$ cat config.mk
export PLATFORM = sky130hd
export DESIGN_NAME = softstart_seq
export DESIGN_NICKNAME = d
export VERILOG_FILES = /design/src/rtl/ss_pkg.sv /design/src/rtl/ss_tick_sync.sv /design/src/rtl/ss_delay_cnt.sv /design/src/rtl/ss_ramp_acc.sv /design/src/rtl/softstart_seq.sv
export SDC_FILE = /design/constraint.sdc
export NUM_CORES = 1
export LEC_CHECK = 0
export BUFFER_PORTS_ARGS = -buffer_cell sky130_fd_sc_hd__buf_2
export CAP_MARGIN = 15
export CORE_UTILIZATION = 64
export CTS_CLUSTER_SIZE = 8
export DETAILED_ROUTE_END_ITERATION = 7
export PLACE_DENSITY = 0.87
export SLEW_MARGIN = 20
export SYNTH_ARGS = -nofsm -noshare
export SYNTH_HDL_FRONTEND = slang
export SYNTH_HIERARCHICAL = 1
export SYNTH_SLANG_ARGS = --single-unit
$ cat constraint.sdc
create_clock -name clk -period 33.4 [get_ports clk]
set_input_delay 1.67 -clock clk [delete_from_list [all_inputs] [get_ports clk]]
set_output_delay 1.67 -clock clk [all_outputs]
set_load 0.01 [all_outputs]
$ cat src/rtl/ss_pkg.sv
package ss_pkg;

  typedef enum logic [2:0] {
    SS_IDLE  = 3'd0,
    SS_WAIT  = 3'd1,
    SS_DELAY = 3'd2,
    SS_RAMP  = 3'd3,
    SS_ON    = 3'd4
  } ss_state_e;

  // whole part of the per-step increment (0 when no steps)
  function automatic logic [15:0] step_base(input logic [15:0] vset,
                                            input logic [15:0] steps);
    if (steps == '0) return '0;
    return vset / steps;
  endfunction

  // fractional part, carried in units of 1/steps
  function automatic logic [15:0] step_frac(input logic [15:0] vset,
                                            input logic [15:0] steps);
    if (steps == '0) return '0;
    return vset % steps;
  endfunction

endpackage

$ cat src/rtl/ss_tick_sync.sv
module ss_tick_sync #(
  parameter int STAGES = 2
) (
  input  logic clk,
  input  logic rst_n,
  input  logic async_i,
  output logic tick_o
);
  localparam int LAST = STAGES;

  logic [LAST:0] sh_q;

  always_ff @(posedge clk) begin
    if (!rst_n) sh_q[0] <= 1'b0;
    else        sh_q[0] <= async_i;
  end

  for (genvar g = 1; g <= LAST; g++) begin : g_stage
    always_ff @(posedge clk) begin
      if (!rst_n) sh_q[g] <= 1'b0;
      else        sh_q[g] <= sh_q[g-1];
    end
  end

  assign tick_o = sh_q[LAST-1] & ~sh_q[LAST];


  tick_single_chk: assert property (@(posedge clk) disable iff (!rst_n)
    tick_o |=> !tick_o);

endmodule

$ cat src/rtl/ss_delay_cnt.sv
module ss_delay_cnt #(
  parameter int TW = 16
) (
  input  logic          clk,
  input  logic          rst_n,
  input  logic          clear_i,
  input  logic          tick_i,
  input  logic [TW-1:0] limit_i,
  output logic          expired_o
);
  logic [TW-1:0] cnt_q;

  assign expired_o = (cnt_q == limit_i);

  always_ff @(posedge clk) begin
    if (!rst_n || clear_i)          cnt_q <= '0;
    else if (tick_i && !expired_o)  cnt_q <= cnt_q + 1'b1;
  end


  delay_moves_on_tick_chk: assert property (@(posedge clk) disable iff (!rst_n)
    (!clear_i && !$past(clear_i) && cnt_q != $past(cnt_q)) |-> $past(tick_i));

endmodule

$ cat src/rtl/ss_ramp_acc.sv
module ss_ramp_acc #(
  parameter int VW = 16,
  parameter int TW = 16
) (
  input  logic          clk,
  input  logic          rst_n,
  input  logic          clear_i,
  input  logic          jump_i,
  input  logic          load_i,
  input  logic          step_i,
  input  logic [VW-1:0] vset_i,
  input  logic [TW-1:0] steps_i,
  output logic [VW-1:0] target_o,
  output logic          last_o
);
  import ss_pkg::*;

  logic [VW-1:0] base_q, tgt_q;
  logic [TW-1:0] rem_q, frac_q, k_q;
  logic [TW:0]   frac_sum;
  logic          carry;

  assign frac_sum = {1'b0, frac_q} + {1'b0, rem_q};
  assign carry    = (frac_sum >= {1'b0, steps_i});
  assign last_o   = (k_q + 1'b1 == steps_i);
  assign target_o = tgt_q;

  always_ff @(posedge clk) begin
    if (!rst_n) begin
      base_q <= '0; rem_q <= '0; frac_q <= '0; k_q <= '0; tgt_q <= '0;
    end else if (clear_i) begin
      tgt_q <= '0;
    end else if (jump_i) begin
      tgt_q <= vset_i;
    end else if (load_i) begin
      base_q <= step_base(vset_i, steps_i);
      rem_q  <= step_frac(vset_i, steps_i);
      frac_q <= '0;
      k_q    <= '0;
      tgt_q  <= '0;
    end else if (step_i) begin
      k_q <= k_q + 1'b1;
      if (carry) begin
        frac_q <= TW'(frac_sum - {1'b0, steps_i});
        tgt_q  <= tgt_q + base_q + 1'b1;
      end else begin
        frac_q <= frac_sum[TW-1:0];
        tgt_q  <= tgt_q + base_q;
      end
    end
  end


  no_overshoot_chk: assert property (@(posedge clk) disable iff (!rst_n)
    tgt_q <= vset_i);


  monotone_step_chk: assert property (@(posedge clk) disable iff (!rst_n)
    step_i |=> tgt_q >= $past(tgt_q));

endmodule

$ cat src/rtl/softstart_seq.sv
module softstart_seq #(
  parameter int TW          = 16,
  parameter int VW          = 16,
  parameter int SYNC_STAGES = 2,
  parameter int MIN_RISE    = 3
) (
  input  logic          clk,
  input  logic          rst_n,
  input  logic          en_i,
  input  logic          init_done_i,
  input  logic          vin_ok_i,
  input  logic          run_i,
  input  logic          share_clk_i,
  input  logic [TW-1:0] dly_cfg_i,
  input  logic [TW-1:0] rise_cfg_i,
  input  logic [VW-1:0] vset_cfg_i,
  output logic          run_pull_low_o,
  output logic [VW-1:0] vtarget_o,
  output logic          ramp_active_o,
  output logic          dcm_req_o,
  output logic          done_o
);
  import ss_pkg::*;

  localparam logic [TW-1:0] MIN_RISE_C = TW'(MIN_RISE);

  ss_state_e     state_q, state_d;
  logic [TW-1:0] dly_l, rise_l;
  logic [VW-1:0] vset_l;
  logic          tick, dly_expired, last_step;
  logic          acc_clear, acc_jump, acc_load, acc_step;
  logic          done_d, done_q, abort_run;

  assign run_pull_low_o = ~(init_done_i & vin_ok_i);

  ss_tick_sync #(.STAGES(SYNC_STAGES)) u_sync (
    .clk(clk), .rst_n(rst_n), .async_i(share_clk_i), .tick_o(tick));

  ss_delay_cnt #(.TW(TW)) u_dly (
    .clk(clk), .rst_n(rst_n), .clear_i(state_q != SS_DELAY),
    .tick_i(tick), .limit_i(dly_l), .expired_o(dly_expired));

  ss_ramp_acc #(.VW(VW), .TW(TW)) u_acc (
    .clk(clk), .rst_n(rst_n), .clear_i(acc_clear), .jump_i(acc_jump),
    .load_i(acc_load), .step_i(acc_step), .vset_i(vset_l),
    .steps_i(rise_l), .target_o(vtarget_o), .last_o(last_step));

  assign abort_run = !en_i || !run_i;

  always_comb begin
    state_d   = state_q;
    acc_clear = 1'b0;
    acc_jump  = 1'b0;
    acc_load  = 1'b0;
    acc_step  = 1'b0;
    done_d    = 1'b0;
    unique case (state_q)
      SS_IDLE: begin
        acc_clear = 1'b1;
        if (en_i) state_d = SS_WAIT;
      end
      SS_WAIT: begin
        if (!en_i) begin
          state_d = SS_IDLE; acc_clear = 1'b1;
        end else if (run_i) begin
          state_d = SS_DELAY;
        end
      end
      SS_DELAY: begin
        if (abort_run) begin
          state_d = SS_IDLE; acc_clear = 1'b1;
        end else if (dly_expired) begin
          if (rise_l < MIN_RISE_C) begin
            state_d = SS_ON; acc_jump = 1'b1; done_d = 1'b1;
          end else begin
            state_d = SS_RAMP; acc_load = 1'b1;
          end
        end
      end
      SS_RAMP: begin
        if (abort_run) begin
          state_d = SS_IDLE; acc_clear = 1'b1;
        end else if (tick) begin
          acc_step = 1'b1;
          if (last_step) begin
            state_d = SS_ON; done_d = 1'b1;
          end
        end
      end
      SS_ON: begin
        if (abort_run) begin
          state_d = SS_IDLE; acc_clear = 1'b1;
        end
      end
      default: begin
        state_d = SS_IDLE; acc_clear = 1'b1;
      end
    endcase
  end

  always_ff @(posedge clk) begin
    if (!rst_n) begin
      state_q <= SS_IDLE;
      done_q  <= 1'b0;
      dly_l   <= '0;
      rise_l  <= '0;
      vset_l  <= '0;
    end else begin
      state_q <= state_d;
      done_q  <= done_d;
      if (state_q == SS_IDLE && en_i) begin
        dly_l  <= dly_cfg_i;
        rise_l <= rise_cfg_i;
        vset_l <= vset_cfg_i;
      end
    end
  end

  assign ramp_active_o = (state_q == SS_RAMP);
  assign dcm_req_o     = (state_q == SS_RAMP);
  assign done_o        = done_q;


  done_at_setpoint_chk: assert property (@(posedge clk) disable iff (!rst_n)
    done_o |-> vtarget_o == vset_l);


  done_single_chk: assert property (@(posedge clk) disable iff (!rst_n)
    done_o |=> !done_o);


  enable_abort_chk: assert property (@(posedge clk) disable iff (!rst_n)
    !en_i |=> (vtarget_o == '0 && !ramp_active_o));


  ramp_on_tick_chk: assert property (@(posedge clk) disable iff (!rst_n)
    (ramp_active_o && $past(ramp_active_o) && vtarget_o != $past(vtarget_o))
      |-> $past(tick));


  wait_holds_zero_chk: assert property (@(posedge clk) disable iff (!rst_n)
    (state_q == SS_WAIT) |-> (vtarget_o == '0 && !ramp_active_o));

endmodule

==> key figures <==
GRT
  – Largest net degree at the start of global routing: 49
  – Overflow after GRT: 0
  – Number of global-route vias before repair: 16.4k
  – Antenna violations before repair: 1
  – First-pass GRT wire length: 84.2 mm
  – Total track usage: 40.0%

STA
  – Fin crit period: 31.23 ns
  – Fin. max-slew vios: 0
  – Fmax: 0.0320 GHz
  – Slew @ Worst Pin: 1.19 ns
  – Worst rel slew slack: 20.0%
  – Final setup fails: 0
  – Setup TNS Final: 0 ns
  – RSZ-0062 raised after global routing: no
  – Clock Skew: 0.0215 ns
  – Hold_ws: 0.446 ns
  – Hold Fails Final Rpt: 0
  – Final Cycle Share: 93.5%

Critical path
  – Data arrival, critical path: 31.57 ns
  – R2R Path End: u_acc/rem_q[11]
  – Crit. Startpoint: rise_l[5]
  – Reg2reg setup slack: 2.17 ns
  – Worst reg2reg path depth: 117
  – Crit path top cell by count: ha_1
  – Setup crit end: u_acc/rem_q[11]
  – Worst Path Max Fanout: 19
  – Slowest cell on the critical path: a2111oi_0
  – Crit path launch type: flip-flop
  – Kind of critical path: reg -> reg
  – FF-to-FF Start: rise_l[5]
  – CP peak stage delay: 0.63 ns
  – CP Capture Type: flip-flop
  – Req. time, crit path: 33.74 ns

Die
  – Core footprint: 0.0253 mm²
  – Die Ht: 163 µm
  – DIE AREA: 0.0266 mm²
  – I/O Pins: 75
  – Starting Density: 65.6%
  – Die Span X: 163 µm
  – Num rows: 58

Clock network
  – Post-cts hold buffer count: 0
  – CTS buffer count: 17
  – Worst-path clk slew: 0.08 ns
  – TritonCTS clock tree: yes
  – Clk_lat worst skew: 0.44 ns
  – H-tree levels: 4
  – Clock buffer depth: 2
  – Clock Sinks: 151
  – Root Driver: clkbuf_16

Run status
  – Status: finished, final reports clean

Detailed routing
  – Drt via density: 6.68
  – WL per Instance: 20.6 µm
  – Final wirelength: 53.3 mm
  – Vias: 17.3k
  – DRC: 0
  – Post-route ant nets: 0
  – DR iter-0 viols: 1929
  – First-pass DRT Iterations: 6

Synthesis
  – Synthesized cell area: 0.0166 mm²
  – Asr flop ratio synth: 0%
  – Synth Warn #: 6
  – Syn Inst Count: 2214
  – Syn avg cell area: 7.51 µm²
  – Synth unique cells: 108
  – Register area share after synthesis: 18.2%
  – Ys flop type: dfxtp_1
  – FF+latch count, synth: 151
  – Mapped Nets: 2461
  – Post-synth EDFFs: 0

Placement
  – Port bufs: 74
  – Routability congestion estimate: 1.01
  – Placed wire-length estimate: 39.6 mm
  – Placed insts: 2553

Layout
  – Reg area: 0.00302 mm²
  – Layout cells sized above 1: 10.7%
  – Fin nets: 2491
  – Finished Layout Cells: 2587
  – Final-layout fill cell count: 2081
  – N_diodes: 0
  – Fin util: 70.5%
  – Synthesis-to-layout area growth: 7.40%
  – Footprint of the multi-input gates: 0.0129 mm²

Job
  – MaxCap Viol Count: 0

Min path
  – Hold WC Path Type: reg -> reg
## sequential cells by signal (all words and copies together), names as in the netlist
signal          cells
u_acc/base_q       16
u_acc/rem_q        16
rise_l             16
u_acc/frac_q       16
done_o              1
u_acc/k_q          16
u_dly/cnt_q        16
vset_l             16
u_sync/sh_q         3
dly_l              16
state_q             3
u_acc/target_o     16
## routing by layer
| layer | track usage, % | vias to the layer above | routed length, µm |
|---|---|---|---|
| li1 | - | 8154 | - |
| met1 | 50.1 | 8029 | 21500 |
| met2 | 65.9 | 905 | 23700 |
| met3 | 7.77 | 199 | 5460 |
| met4 | 18.7 | 0 | 2580 |
| met5 | 0 | - | 0 |
## worst max-delay path, delay by kind of cell, from the launching register on
family | cells | cell delay, ns
buffers and inverters | 8 | 0.96
adders and majority gates | 15 | 4.92
DFF | 1 | 0.43
AOI/OAI and AO/OA | 64 | 17.19
and+or+nand+nor | 30 | 7.60
## cell families after synthesis
| kind of cell | count (synthesis) | share of synthesized area [%] |
|---|---|---|
| simple gates | 809 | 23.2 |
| compound gates | 669 | 27.0 |
| xor+xnor | 193 | 10.2 |
| fa+ha+maj | 192 | 14.6 |
| buf+inv | 163 | 4.34 |
| flops | 151 | 18.2 |
| mux | 37 | 2.37 |
## per-stage QoR
stage	area [µm²]	setup WS (ns)
2_1_floorplan	16600	6.72
3_3_place_gp	17200	2.69
3_5_place_dp	17200	1.78
4_1_cts	17800	1.52
5_1_grt	17800	0.126
6_report	17800	2.17
## cell type report
type	instances	share of cell area (%)
Clock inverter	15	1.18
Multi-Input combinational cell	1900	72.4
Tap cell	330	2.31
Inverter	72	1.51
Timing Repair Buffer	102	3.25
Sequential cell	151	16.9
Clock buffer	17	2.38
## what timing repair did
action,4_1_cts,5_1_grt
resized for setup,0,7
setup endpoints to repair,0,17
hold endpoints to repair,0,0
buffers inserted,0,2
## placed cells by master (no fill, tap or decap), types with 19 or more instances in the layout
cell,instances
and3_1,23
mux2_2,19
o21ai_0,95
o211ai_1,25
nand4_1,35
nand2b_1,19
a21o_1,57
a22oi_1,37
a21oi_1,206
xor2_1,74
xnor2_1,118
buf_4,28
buf_2,74
dfxtp_1,151
nor2_1,215
ha_1,188
o21a_1,38
inv_1,71
nand3_1,55
a31oi_1,21
nor3_1,57
nand2_1,264
## synth_stat cells, drive strengths merged (21+ instances only)
cell type / number / share of area (%)
a21o: 58 / 2.6
a21oi: 215 / 6.7
a22oi: 37 / 1.7
a31oi: 25 / 1.1
and3: 26 / 1.0
buf: 31 / 1.4
clkbuf: 60 / 1.4
dfxtp: 151 / 18
ha: 188 / 14
inv: 72 / 1.6
nand2: 267 / 6.1
nand3: 55 / 1.7
nand4: 40 / 1.7
nor2: 218 / 4.9
nor3: 61 / 1.9
nor4: 21 / 0.92
o211ai: 29 / 1.5
o21a: 38 / 1.7
o21ai: 110 / 3.4
xnor2: 119 / 6.3
xor2: 74 / 3.9
## worst min-delay path by stage
stage                         startpoint  depth (start not counted)              to
after detailed placement  u_sync/sh_q[0]                          1  u_sync/sh_q[1]
after CTS                 u_sync/sh_q[0]                          1  u_sync/sh_q[1]
after floorplan           u_sync/sh_q[0]                          1  u_sync/sh_q[1]
after global placement    u_sync/sh_q[0]                          1  u_sync/sh_q[1]
after global routing      u_sync/sh_q[0]                          1  u_sync/sh_q[1]
final                     u_sync/sh_q[0]                          1  u_sync/sh_q[1]
Power is not shown: default switching activity piles up to over one toggle a cycle in this logic, so the estimate is an artifact.
